$ cat src/rtl/hhp_pkg.sv
// Shared codes for the histogram host port.
// Assumes: function code 5 bits, subaddress 4 bits.
package hhp_pkg;
    localparam int FN_W  = 5;
    localparam int SUB_W = 4;

    localparam logic [FN_W-1:0] FN_READ  = 5'd0;
    localparam logic [FN_W-1:0] FN_CTRL  = 5'd9;
    localparam logic [FN_W-1:0] FN_WRITE = 5'd16;

    localparam logic [SUB_W-1:0] SA_MEM  = 4'd0;
    localparam logic [SUB_W-1:0] SA_FLAG = 4'd1;
    localparam logic [SUB_W-1:0] SA_CNT  = 4'd2;
    localparam logic [SUB_W-1:0] SA_MODE = 4'd3;

    typedef enum logic [2:0] {
        OP_NONE,
        OP_RD_WORD,
        OP_RD_FLAG,
        OP_ADDR_ZERO,
        OP_ARM,
        OP_CLR_WORD,
        OP_LD_CNT,
        OP_LD_MODE
    } op_e;
endpackage

$ cat src/rtl/hhp_decode.sv
// Command decoder: maps function/subaddress to an operation.
// Refuses everything except the flag sense while acquisition is active.
// Assumes: cmd_stb is a single-cycle pulse.
module hhp_decode
    import hhp_pkg::*;
(
    input  logic             stb,
    input  logic [FN_W-1:0]  fn,
    input  logic [SUB_W-1:0] sub,
    input  logic             acq_active,
    output op_e              op,
    output logic             busy
);
    op_e  code;
    logic accept;

    // Purpose: translate the code pair, unknown pairs give OP_NONE.
    always_comb begin
        code = OP_NONE;
        case (fn)
            FN_READ: begin
                if (sub == SA_MEM)       code = OP_RD_WORD;
                else if (sub == SA_FLAG) code = OP_RD_FLAG;
            end
            FN_CTRL: begin
                if (sub == SA_MEM)       code = OP_ADDR_ZERO;
                else if (sub == SA_FLAG) code = OP_ARM;
            end
            FN_WRITE: begin
                if (sub == SA_MEM)       code = OP_CLR_WORD;
                else if (sub == SA_CNT)  code = OP_LD_CNT;
                else if (sub == SA_MODE) code = OP_LD_MODE;
            end
            default: code = OP_NONE;
        endcase
    end

    // Purpose: gate the operation by strobe and acquisition ownership.
    always_comb begin
        accept = stb && (code != OP_NONE) && ((code == OP_RD_FLAG) || !acq_active);
        op     = accept ? code : OP_NONE;
        busy   = stb && (code != OP_NONE) && !accept;
    end
endmodule

$ cat src/rtl/hhp_addr_ctr.sv
// Auto-increment memory pointer; wraps modulo 2**ADDR_W.
// Assumes: clear has priority over increment.
module hhp_addr_ctr #(
    parameter int ADDR_W = 8
) (
    input  logic              clk,
    input  logic              rst_n,
    input  logic              clr,
    input  logic              inc,
    output logic [ADDR_W-1:0] addr
);
    localparam logic [ADDR_W-1:0] LAST = {ADDR_W{1'b1}};

    // Purpose: hold the next address to be accessed.
    always_ff @(posedge clk) begin
        if (!rst_n)   addr <= '0;
        else if (clr) addr <= '0;
        else if (inc) addr <= addr + 1'b1;
    end

    assert_addr_wrap_R5: assert property (@(posedge clk) disable iff (!rst_n)
        (inc && !clr && addr == LAST) |=> (addr == '0));

    assert_addr_zero_R4: assert property (@(posedge clk) disable iff (!rst_n)
        clr |=> (addr == '0));
endmodule

$ cat src/rtl/hhp_resp.sv
// Response stage: one cycle after stage one, forms status and read data.
// Assumes: memory read data is valid one cycle after the access cycle.
module hhp_resp #(
    parameter int DATA_W = 16,
    parameter int BUS_W  = 24
) (
    input  logic              clk,
    input  logic              rst_n,
    input  logic              s1_ack,
    input  logic              s1_busy,
    input  logic              s1_rd_word,
    input  logic              s1_flag,
    input  logic [DATA_W-1:0] mem_rdata,
    output logic              rsp_valid,
    output logic              rsp_busy,
    output logic [BUS_W-1:0]  rsp_rdata
);
    logic rd_word_q;
    logic flag_q;

    // Purpose: register the outcome of the command in stage one.
    always_ff @(posedge clk) begin
        if (!rst_n) begin
            rsp_valid <= 1'b0;
            rsp_busy  <= 1'b0;
            rd_word_q <= 1'b0;
            flag_q    <= 1'b0;
        end else begin
            rsp_valid <= s1_ack;
            rsp_busy  <= s1_busy;
            rd_word_q <= s1_ack && s1_rd_word;
            flag_q    <= s1_flag;
        end
    end

    // Purpose: select memory word or status flag, zero-extended.
    always_comb begin
        if (!rsp_valid)     rsp_rdata = '0;
        else if (rd_word_q) rsp_rdata = BUS_W'(mem_rdata);
        else                rsp_rdata = BUS_W'(flag_q);
    end

    assert_resp_exclusive_R10: assert property (@(posedge clk) disable iff (!rst_n)
        !(rsp_valid && rsp_busy));

    assert_resp_follows_R3: assert property (@(posedge clk) disable iff (!rst_n)
        s1_ack |=> rsp_valid);
endmodule

$ cat src/rtl/hist_host_port.sv
// Host command port for a histogram memory with auto-increment addressing.
// Stage one registers the decoded command onto the memory port and the
// load strobes; the response follows one cycle later.
// Assumes: one strobe per command, memory read latency of one cycle.
module hist_host_port
    import hhp_pkg::*;
#(
    parameter int ADDR_W = 8,
    parameter int DATA_W = 16,
    parameter int BUS_W  = 24
) (
    input  logic              clk,
    input  logic              rst_n,
    input  logic              cmd_stb,
    input  logic [4:0]        cmd_fn,
    input  logic [3:0]        cmd_sub,
    input  logic [BUS_W-1:0]  cmd_wdata,
    output logic              rsp_valid,
    output logic              rsp_busy,
    output logic [BUS_W-1:0]  rsp_rdata,
    input  logic              acq_active,
    input  logic              acq_done,
    output logic              ld_count,
    output logic              ld_mode,
    output logic              arm_pulse,
    output logic [DATA_W-1:0] reg_value,
    output logic              mem_en,
    output logic              mem_we,
    output logic [ADDR_W-1:0] mem_addr,
    output logic [DATA_W-1:0] mem_wdata,
    input  logic [DATA_W-1:0] mem_rdata
);
    op_e               op;
    logic              busy;
    logic              mem_op;
    logic [ADDR_W-1:0] ptr;
    logic              s1_ack, s1_busy, s1_rd_word, s1_flag;
    logic              unused_hi;

    assign unused_hi = ^cmd_wdata[BUS_W-1:DATA_W];
    assign mem_wdata = '0;
    assign mem_op    = (op == OP_RD_WORD) || (op == OP_CLR_WORD);

    hhp_decode i_decode (
        .stb        (cmd_stb),
        .fn         (cmd_fn),
        .sub        (cmd_sub),
        .acq_active (acq_active),
        .op         (op),
        .busy       (busy)
    );

    hhp_addr_ctr #(.ADDR_W(ADDR_W)) i_addr (
        .clk   (clk),
        .rst_n (rst_n),
        .clr   (op == OP_ADDR_ZERO),
        .inc   (mem_op),
        .addr  (ptr)
    );

    // Purpose: stage one, drive memory port and register load strobes.
    always_ff @(posedge clk) begin
        if (!rst_n) begin
            mem_en     <= 1'b0;
            mem_we     <= 1'b0;
            mem_addr   <= '0;
            ld_count   <= 1'b0;
            ld_mode    <= 1'b0;
            arm_pulse  <= 1'b0;
            reg_value  <= '0;
            s1_ack     <= 1'b0;
            s1_busy    <= 1'b0;
            s1_rd_word <= 1'b0;
            s1_flag    <= 1'b0;
        end else begin
            mem_en     <= mem_op;
            mem_we     <= (op == OP_CLR_WORD);
            mem_addr   <= ptr;
            ld_count   <= (op == OP_LD_CNT);
            ld_mode    <= (op == OP_LD_MODE);
            arm_pulse  <= (op == OP_ARM);
            if ((op == OP_LD_CNT) || (op == OP_LD_MODE))
                reg_value <= cmd_wdata[DATA_W-1:0];
            s1_ack     <= (op != OP_NONE);
            s1_busy    <= busy;
            s1_rd_word <= (op == OP_RD_WORD);
            s1_flag    <= acq_done;
        end
    end

    hhp_resp #(.DATA_W(DATA_W), .BUS_W(BUS_W)) i_resp (
        .clk        (clk),
        .rst_n      (rst_n),
        .s1_ack     (s1_ack),
        .s1_busy    (s1_busy),
        .s1_rd_word (s1_rd_word),
        .s1_flag    (s1_flag),
        .mem_rdata  (mem_rdata),
        .rsp_valid  (rsp_valid),
        .rsp_busy   (rsp_busy),
        .rsp_rdata  (rsp_rdata)
    );

    assert_busy_no_access_R10: assert property (@(posedge clk) disable iff (!rst_n)
        (cmd_stb && acq_active && !(cmd_fn == FN_READ && cmd_sub == SA_FLAG))
        |=> (!mem_en && !ld_count && !ld_mode && !arm_pulse && $stable(ptr)));

    assert_single_action_R6: assert property (@(posedge clk) disable iff (!rst_n)
        $onehot0({mem_en, ld_count, ld_mode, arm_pulse}));

    assert_write_is_clear_R2: assert property (@(posedge clk) disable iff (!rst_n)
        mem_we |-> mem_en);
endmodule

$ cat config.mk
export PLATFORM = sky130hd
export DESIGN_NAME = hist_host_port
export DESIGN_NICKNAME = d
export VERILOG_FILES = /design/src/rtl/hhp_pkg.sv /design/src/rtl/hhp_decode.sv /design/src/rtl/hhp_addr_ctr.sv /design/src/rtl/hhp_resp.sv /design/src/rtl/hist_host_port.sv
export SDC_FILE = /design/constraint.sdc
export NUM_CORES = 1
export LEC_CHECK = 0
export BUFFER_PORTS_ARGS = -buffer_cell sky130_fd_sc_hd__buf_2
export CAP_MARGIN = 10
export CORE_AREA = 2 2 79 66
export CTS_BUF_LIST = sky130_fd_sc_hd__clkbuf_8
export CTS_CLUSTER_SIZE = 28
export DETAILED_ROUTE_END_ITERATION = 6
export DIE_AREA = 0 0 81 68
export PLACE_DENSITY = 0.8
export RECOVER_POWER = 50
export SYNTH_ARGS = -nofsm -noshare
export SYNTH_HDL_FRONTEND = slang
export SYNTH_SLANG_ARGS = --single-unit
$ cat constraint.sdc
create_clock -name clk -period 1.75 [get_ports clk]
set_input_delay 0.0875 -clock clk [delete_from_list [all_inputs] [get_ports clk]]
set_output_delay 0.0875 -clock clk [all_outputs]
set_load 0.01 [all_outputs]
* Word-level counts from Yosys, hierarchy flattened
Index checks and enable logic that the tools add are counted.
** Storage, ports and cells
- Logic and storage cells :: 55
- Register bits :: 45
- Output and inout bits :: 71
- Input bits :: 54
** Operators by class
- Reduce and logical (&&, ||, !) cells :: 14
- Muxes and demuxes :: 11
- Equal/unequal tests :: 12
- Add/subtract/negate cells :: 1
- Bitwise operators :: 1
** Operator list (count)
- $mux 24 :: 1
- $mux 3 :: 7
- $mux 16 :: 1
- $eq 3x3->1 const B :: 4
- $pmux 3 s3 :: 1
- $add 8x1->8 const B :: 1
- $eq 4x2->1 const B :: 2
- $eq 3x2->1 const B :: 2
- $reduce_bool 3->1 :: 2
- $eq 5x4->1 const B :: 1
- $eq 5x5->1 const B :: 1
- $logic_not 5->1 :: 1
- $eq 4x1->1 const B :: 1
- $logic_and 1x1->1 :: 4
- $logic_not 4->1 :: 1
- $eq 3x1->1 const B :: 1
- $logic_or 1x1->1 :: 3
- $logic_not 1->1 :: 2
- $mux 2 :: 1
- $reduce_or 2->1 :: 1
- $not 1->1 :: 1

* Longest topological paths before layout
- Depth in word-level cells :: 11
- Gate-level depth with buffers :: 6
- Gate-level depth less buffers :: 4

* Cells and area by module
From an unflattened synthesis, not the netlist that was laid out.
** Second synthesis, totals
- Cell total of the unflattened synthesis :: 228
- Area total of the unflattened synthesis :: 2024.4 µm²
** By module, submodules not included
- hist_host_port :: cells an instance 130, area each 1226.2 µm², instances 1, seq. area each 660.6 µm²
- hhp_addr_ctr :: cells an instance 38, area each 339.1 µm², instances 1, seq. area each 160.2 µm²
- hhp_resp :: cells an instance 36, area each 301.5 µm², instances 1, seq. area each 80.1 µm²
- hhp_decode :: cells an instance 24, area each 157.7 µm², instances 1, seq. area each 0.0 µm²

* Worst setup path before layout
No wires, ideal clock.
- Path type :: input to register
- Start point :: in cmd_sub[0]
- End point :: reg i_addr.addr[5]
- Stages :: 5
- Buffers on the path :: 1
- Required time :: 1679 ps
- Data arrival time :: 1288 ps
- Path slack :: 392 ps
- Library setup time :: 71 ps
- Cell sequence :: buf_4 nor4b_2 nand3_2 or4_1 a21oi_1
** Between the ends
- Word-level cells in the longest chain between the ends :: 11
- Elaborated cells on any way between the ends :: 23
- Classes of those cells :: eq/ne (7); mux (9); reduce/logical (7)
** Ends and longest elaborated chain
- start, declared :: line hist_host_port.sv:16 : input logic [3:0] cmd_sub,
- $eq 4x2->1 :: line hhp_decode.sv:32 : else if (sub == SA_MODE) code = OP_LD_MODE;
- $mux 3 :: line hhp_decode.sv:32
- $mux 3 :: line hhp_decode.sv:31 : else if (sub == SA_CNT) code = OP_LD_CNT;
- $mux 3 :: line hhp_decode.sv:30 : if (sub == SA_MEM) code = OP_CLR_WORD;
- $pmux 3 s3 * :: line hhp_decode.sv:20 : case (fn)
- $eq 3x2->1 or $reduce_bool 3->1 (tied branches) :: line hhp_decode.sv:40 : accept = stb && (code != OP_NONE) && ((code == OP_RD_FLAG) || !acq_active);
- $logic_or 1x1->1 or $logic_and 1x1->1 (tied branches) :: line hhp_decode.sv:40
- $logic_and 1x1->1 :: line hhp_decode.sv:40
- $mux 3 * :: line hhp_decode.sv:41 : op = accept ? code : OP_NONE;
- $eq 3x2->1, or another cell as far along :: line hist_host_port.sv:56 : .clr (op == OP_ADDR_ZERO),
- $reduce_or 2->1 (no source line) or $logic_or 1x1->1 (tied branches)
- end signal, assigned :: line hhp_addr_ctr.sv:18 : else if (inc) addr <= addr + 1'b1;
- end, declared :: line hhp_addr_ctr.sv:10 : output logic [ADDR_W-1:0] addr
Mark *: on every way between the ends. The rest lies on a longest branch, timed or not.
A chain may end at the register's enable or synchronous reset.

* Final worst setup path
- Start point :: in cmd_fn[0]
- End point :: reg i_addr.addr[7]
** Between the ends
- Word-level cells in the longest chain between the ends :: 8
- Elaborated cells on any way between the ends :: 15
- Classes of those cells :: eq/ne (6); mux (2); reduce/logical (7)
** Ends and longest elaborated chain
- start, declared :: line hist_host_port.sv:15 : input logic [4:0] cmd_fn,
- $eq 5x5->1, or another cell as far along :: line hhp_decode.sv:20
- $pmux 3 s3 * :: line hhp_decode.sv:20
- $eq 3x2->1 or $reduce_bool 3->1 (tied branches) :: line hhp_decode.sv:40
- $logic_or 1x1->1 or $logic_and 1x1->1 (tied branches) :: line hhp_decode.sv:40
- $logic_and 1x1->1 :: line hhp_decode.sv:40
- $mux 3 * :: line hhp_decode.sv:41
- $eq 3x2->1, or another cell as far along :: line hist_host_port.sv:56
- $reduce_or 2->1 (no source line) or $logic_or 1x1->1 (tied branches)
Marks and branches as above.

==> flow_summary.toml <==
[drt]
wl_per_cell_um = 11.4
drt_wl_total_mm = 4.24
viasPerCell = 4.80
vias = 1781
ant_nets = 0
firstDrtPassIters = 4
drtIter0Drc = 120
remaining_drc_errors = 0

[floorplanning]
die_area_sq_um = 5510
die-height_um = 68
io-pin-count = 125
start_util = 0.420
fp.coreArea_sq_um = 4780
fp.dieW_um = 81
rows = 23

[setup_path]
crit_type = "in2reg"
regToRegStartpoint = "i_addr.addr[0]$_SDFFE_PP0P_"
startpoint = "cmd_fn[0]"
r2r_cells = 4
crit_chain = "buf_2 -> nor4_4 -> nand3_1 -> or4_1 -> a21oi_1"
crit_path_top_delay_cell = "or4_1"
cp-end-kind = "register"
worst_ep_required_time_ps = 1970
r2r_slack_ps = 280
reg2reg_to = "i_addr.addr[6]$_SDFFE_PP0P_"
crit_fanout = 13
arrival_ps = 1710
cpPeakStageDelay_ps = 630
start_kind = "input port"

[finish]
final_util = 0.528
design_area_sq_um = 2520
layout_commonest_cell = "buf_2"
layout-drive-gt1-share = 0.256
n_antenna_cell = 0
syn_to_final_growth_pct = 25.8
final_nets = 363
layout_common_cells = "buf_2 (62), dfxtp_1 (45), clkbuf_1 (30)"

[placement]
io_buffers = 92
hpwl_mm = 3.28
gp_congestion = 0.821
placed_area_sq_um = 2440

[pwr]
sw_frac_of_total = 0.218
power_density_nw_per_um2 = 762
ir_drop_v = 0.000742
pwr-share-clk = 0.394
internal-power_mw = 1.50
p_comb_frac = 0.072
total_power_mw = 1.92
seqPwrFrac = 0.534
switchingPower_uw = 418
leakage_nw = 1.29

[sta]
fmax_ghz = 0.672
tightest_slew_ps = 668
rsz0062_at_grt = "no"
finalWorstPathRequiredPeriod_ps = 1490
hold_ws_ps = 29.9
hold_viol_final = 0
final.setup.tns_ps = 0
drv_slew = 0
finalSetupViolations = 0
skew_ps = 6.18
timing.final.crit_share = 0.851
slew_headroom = 0.554

[logic_synthesis]
synth.distinct_cells = 36
synth-warning-count = 0
ys_seq_area_frac = 0.449
ys_seq_elements = 45
syn_area_per_cell_sq_um = 9.42
synth_cells = 213
syn-cell-area_sq_um = 2010

[worst_hold_path]
hold-path-cell-count = 3
whs_endpoint = "reg_value[0]$_SDFFE_PN0P_"
hold_start = "cmd_wdata[0]"
hold_path_class = "in2reg"

[clock_network]
clockBufferDepth = 2
path_clk_slew_ps = 90
cts_resized = 0
cts-root-buf = "clkbuf_8"
clock_sinks = 45
cts_buffers = 5
cts_tree = "yes"
clk_latency_ps = 290
cts-htree-levels = 2

[status]
status = "complete, no violations"

[global_routing]
grt_overflow = 0
antenna_found_initial = 0
grt_usage = 0.148
grt_pass1_wl_mm = 6.33
grt_max_degree = 20
grt_pass1_vias = 1459

[job]
drv_cap = 0
[final cells by class]
class	instances	area [sq um]
Clock buffer	5	68.8
Multi-Input combinational cell	156	956
Clock inverter	3	42.5
Fill cell	452	2250
Inverter	2	7.51
Tap cell	62	77.6
Timing Repair Buffer	98	470
Sequential cell	45	901
[cell usage after synthesis (all sizes together)]
library cell | instances | area share
clkinv | 1 | 0.0019
xor2 | 1 | 0.0044
nand4 | 3 | 0.012
clkbuf | 6 | 0.011
nand2 | 6 | 0.011
inv | 1 | 0.0019
nand3 | 9 | 0.025
nor2b | 1 | 0.0031
a21oi | 6 | 0.015
nor3 | 2 | 0.0050
and2 | 14 | 0.044
and4b | 1 | 0.0050
nor2 | 23 | 0.043
ha | 1 | 0.0062
mux2i | 18 | 0.090
a211oi | 1 | 0.0037
nand2b | 1 | 0.0031
or3 | 3 | 0.0094
o41ai | 2 | 0.012
dfxtp | 45 | 0.45
nor4 | 3 | 0.017
conb | 1 | 0.0019
a31oi | 1 | 0.0031
and3 | 18 | 0.056
o21ai | 7 | 0.017
and4bb | 1 | 0.0062
or4 | 4 | 0.015
buf | 27 | 0.10
o31ai | 4 | 0.015
nor4b | 2 | 0.012
[flip-flops by register name, summed over array words and instances, names as in the netlist]
signal	flops
reg_value	16
i_addr.addr	8
mem_addr	8
arm_pulse	1
i_resp.flag_q	1
i_resp.rd_word_q	1
i_resp.rsp_busy	1
i_resp.rsp_valid	1
ld_count	1
ld_mode	1
mem_en	1
mem_we	1
s1_ack	1
s1_busy	1
s1_flag	1
s1_rd_word	1
[cell families (layout without fill, tap and decap cells)]
group	Yosys count	in the layout	share of synthesized area
compound gates	21	21	0.0668
xor+xnor	1	1	0.00437
fa+ha+maj	1	1	0.00624
buf+inv	35	108	0.115
flops	45	45	0.449
mux	18	18	0.0898
other cells	1	24	0.00187
simple gates	91	91	0.267
[worst max-delay path: cells and delay by family]
kind / cells / cell delay [ps]
simple gates: 3 / 1300
compound gates: 1 / 170
buf+inv: 1 / 150
[power groups by stage]
stage	clock [mW]	combinational, mW	sequential (mW)
2_1_floorplan	0	0.106	1.05
3_3_place_gp	0	0.134	1.05
3_5_place_dp	0	0.136	1.05
4_1_cts	0.785	0.138	1.03
5_1_grt	0.826	0.154	1.03
6_report	0.757	0.139	1.03
[per-stage QoR]
step	instances	setup WS, ps
floorplan	236	392
global placement	362	127
detailed placement	362	78.2
CTS	371	295
global route	371	156
finish	371	261
[per-layer routing]
metal | vias up | GRT usage | part of all wire
li1 | 888 | - | -
met3 | 5 | 0.0462 | 0.11
met5 | - | 0 | 0
met2 | 100 | 0.277 | 0.48
met4 | 0 | 0.0445 | 0.0078
met1 | 788 | 0.162 | 0.41
[worst max-delay path by stage]
stage / to / slack [ps] / cells past startpoint
floorplan: i_addr.addr[5]$_SDFFE_PP0P_ / 390 / 5
global placement: reg_value[0]$_SDFFE_PN0P_ / 130 / 5
detailed placement: i_addr.addr[7]$_SDFFE_PP0P_ / 80 / 5
CTS: i_addr.addr[6]$_SDFFE_PP0P_ / 300 / 4
global route: i_addr.addr[7]$_SDFFE_PP0P_ / 160 / 5
finish: i_addr.addr[7]$_SDFFE_PP0P_ / 260 / 5
[repair_timing]
action,CTS,global route
hold endpoints to repair,1,0
hold buffers,1,0
setup buffers,0,0
(Power assumes the default switching activity.)
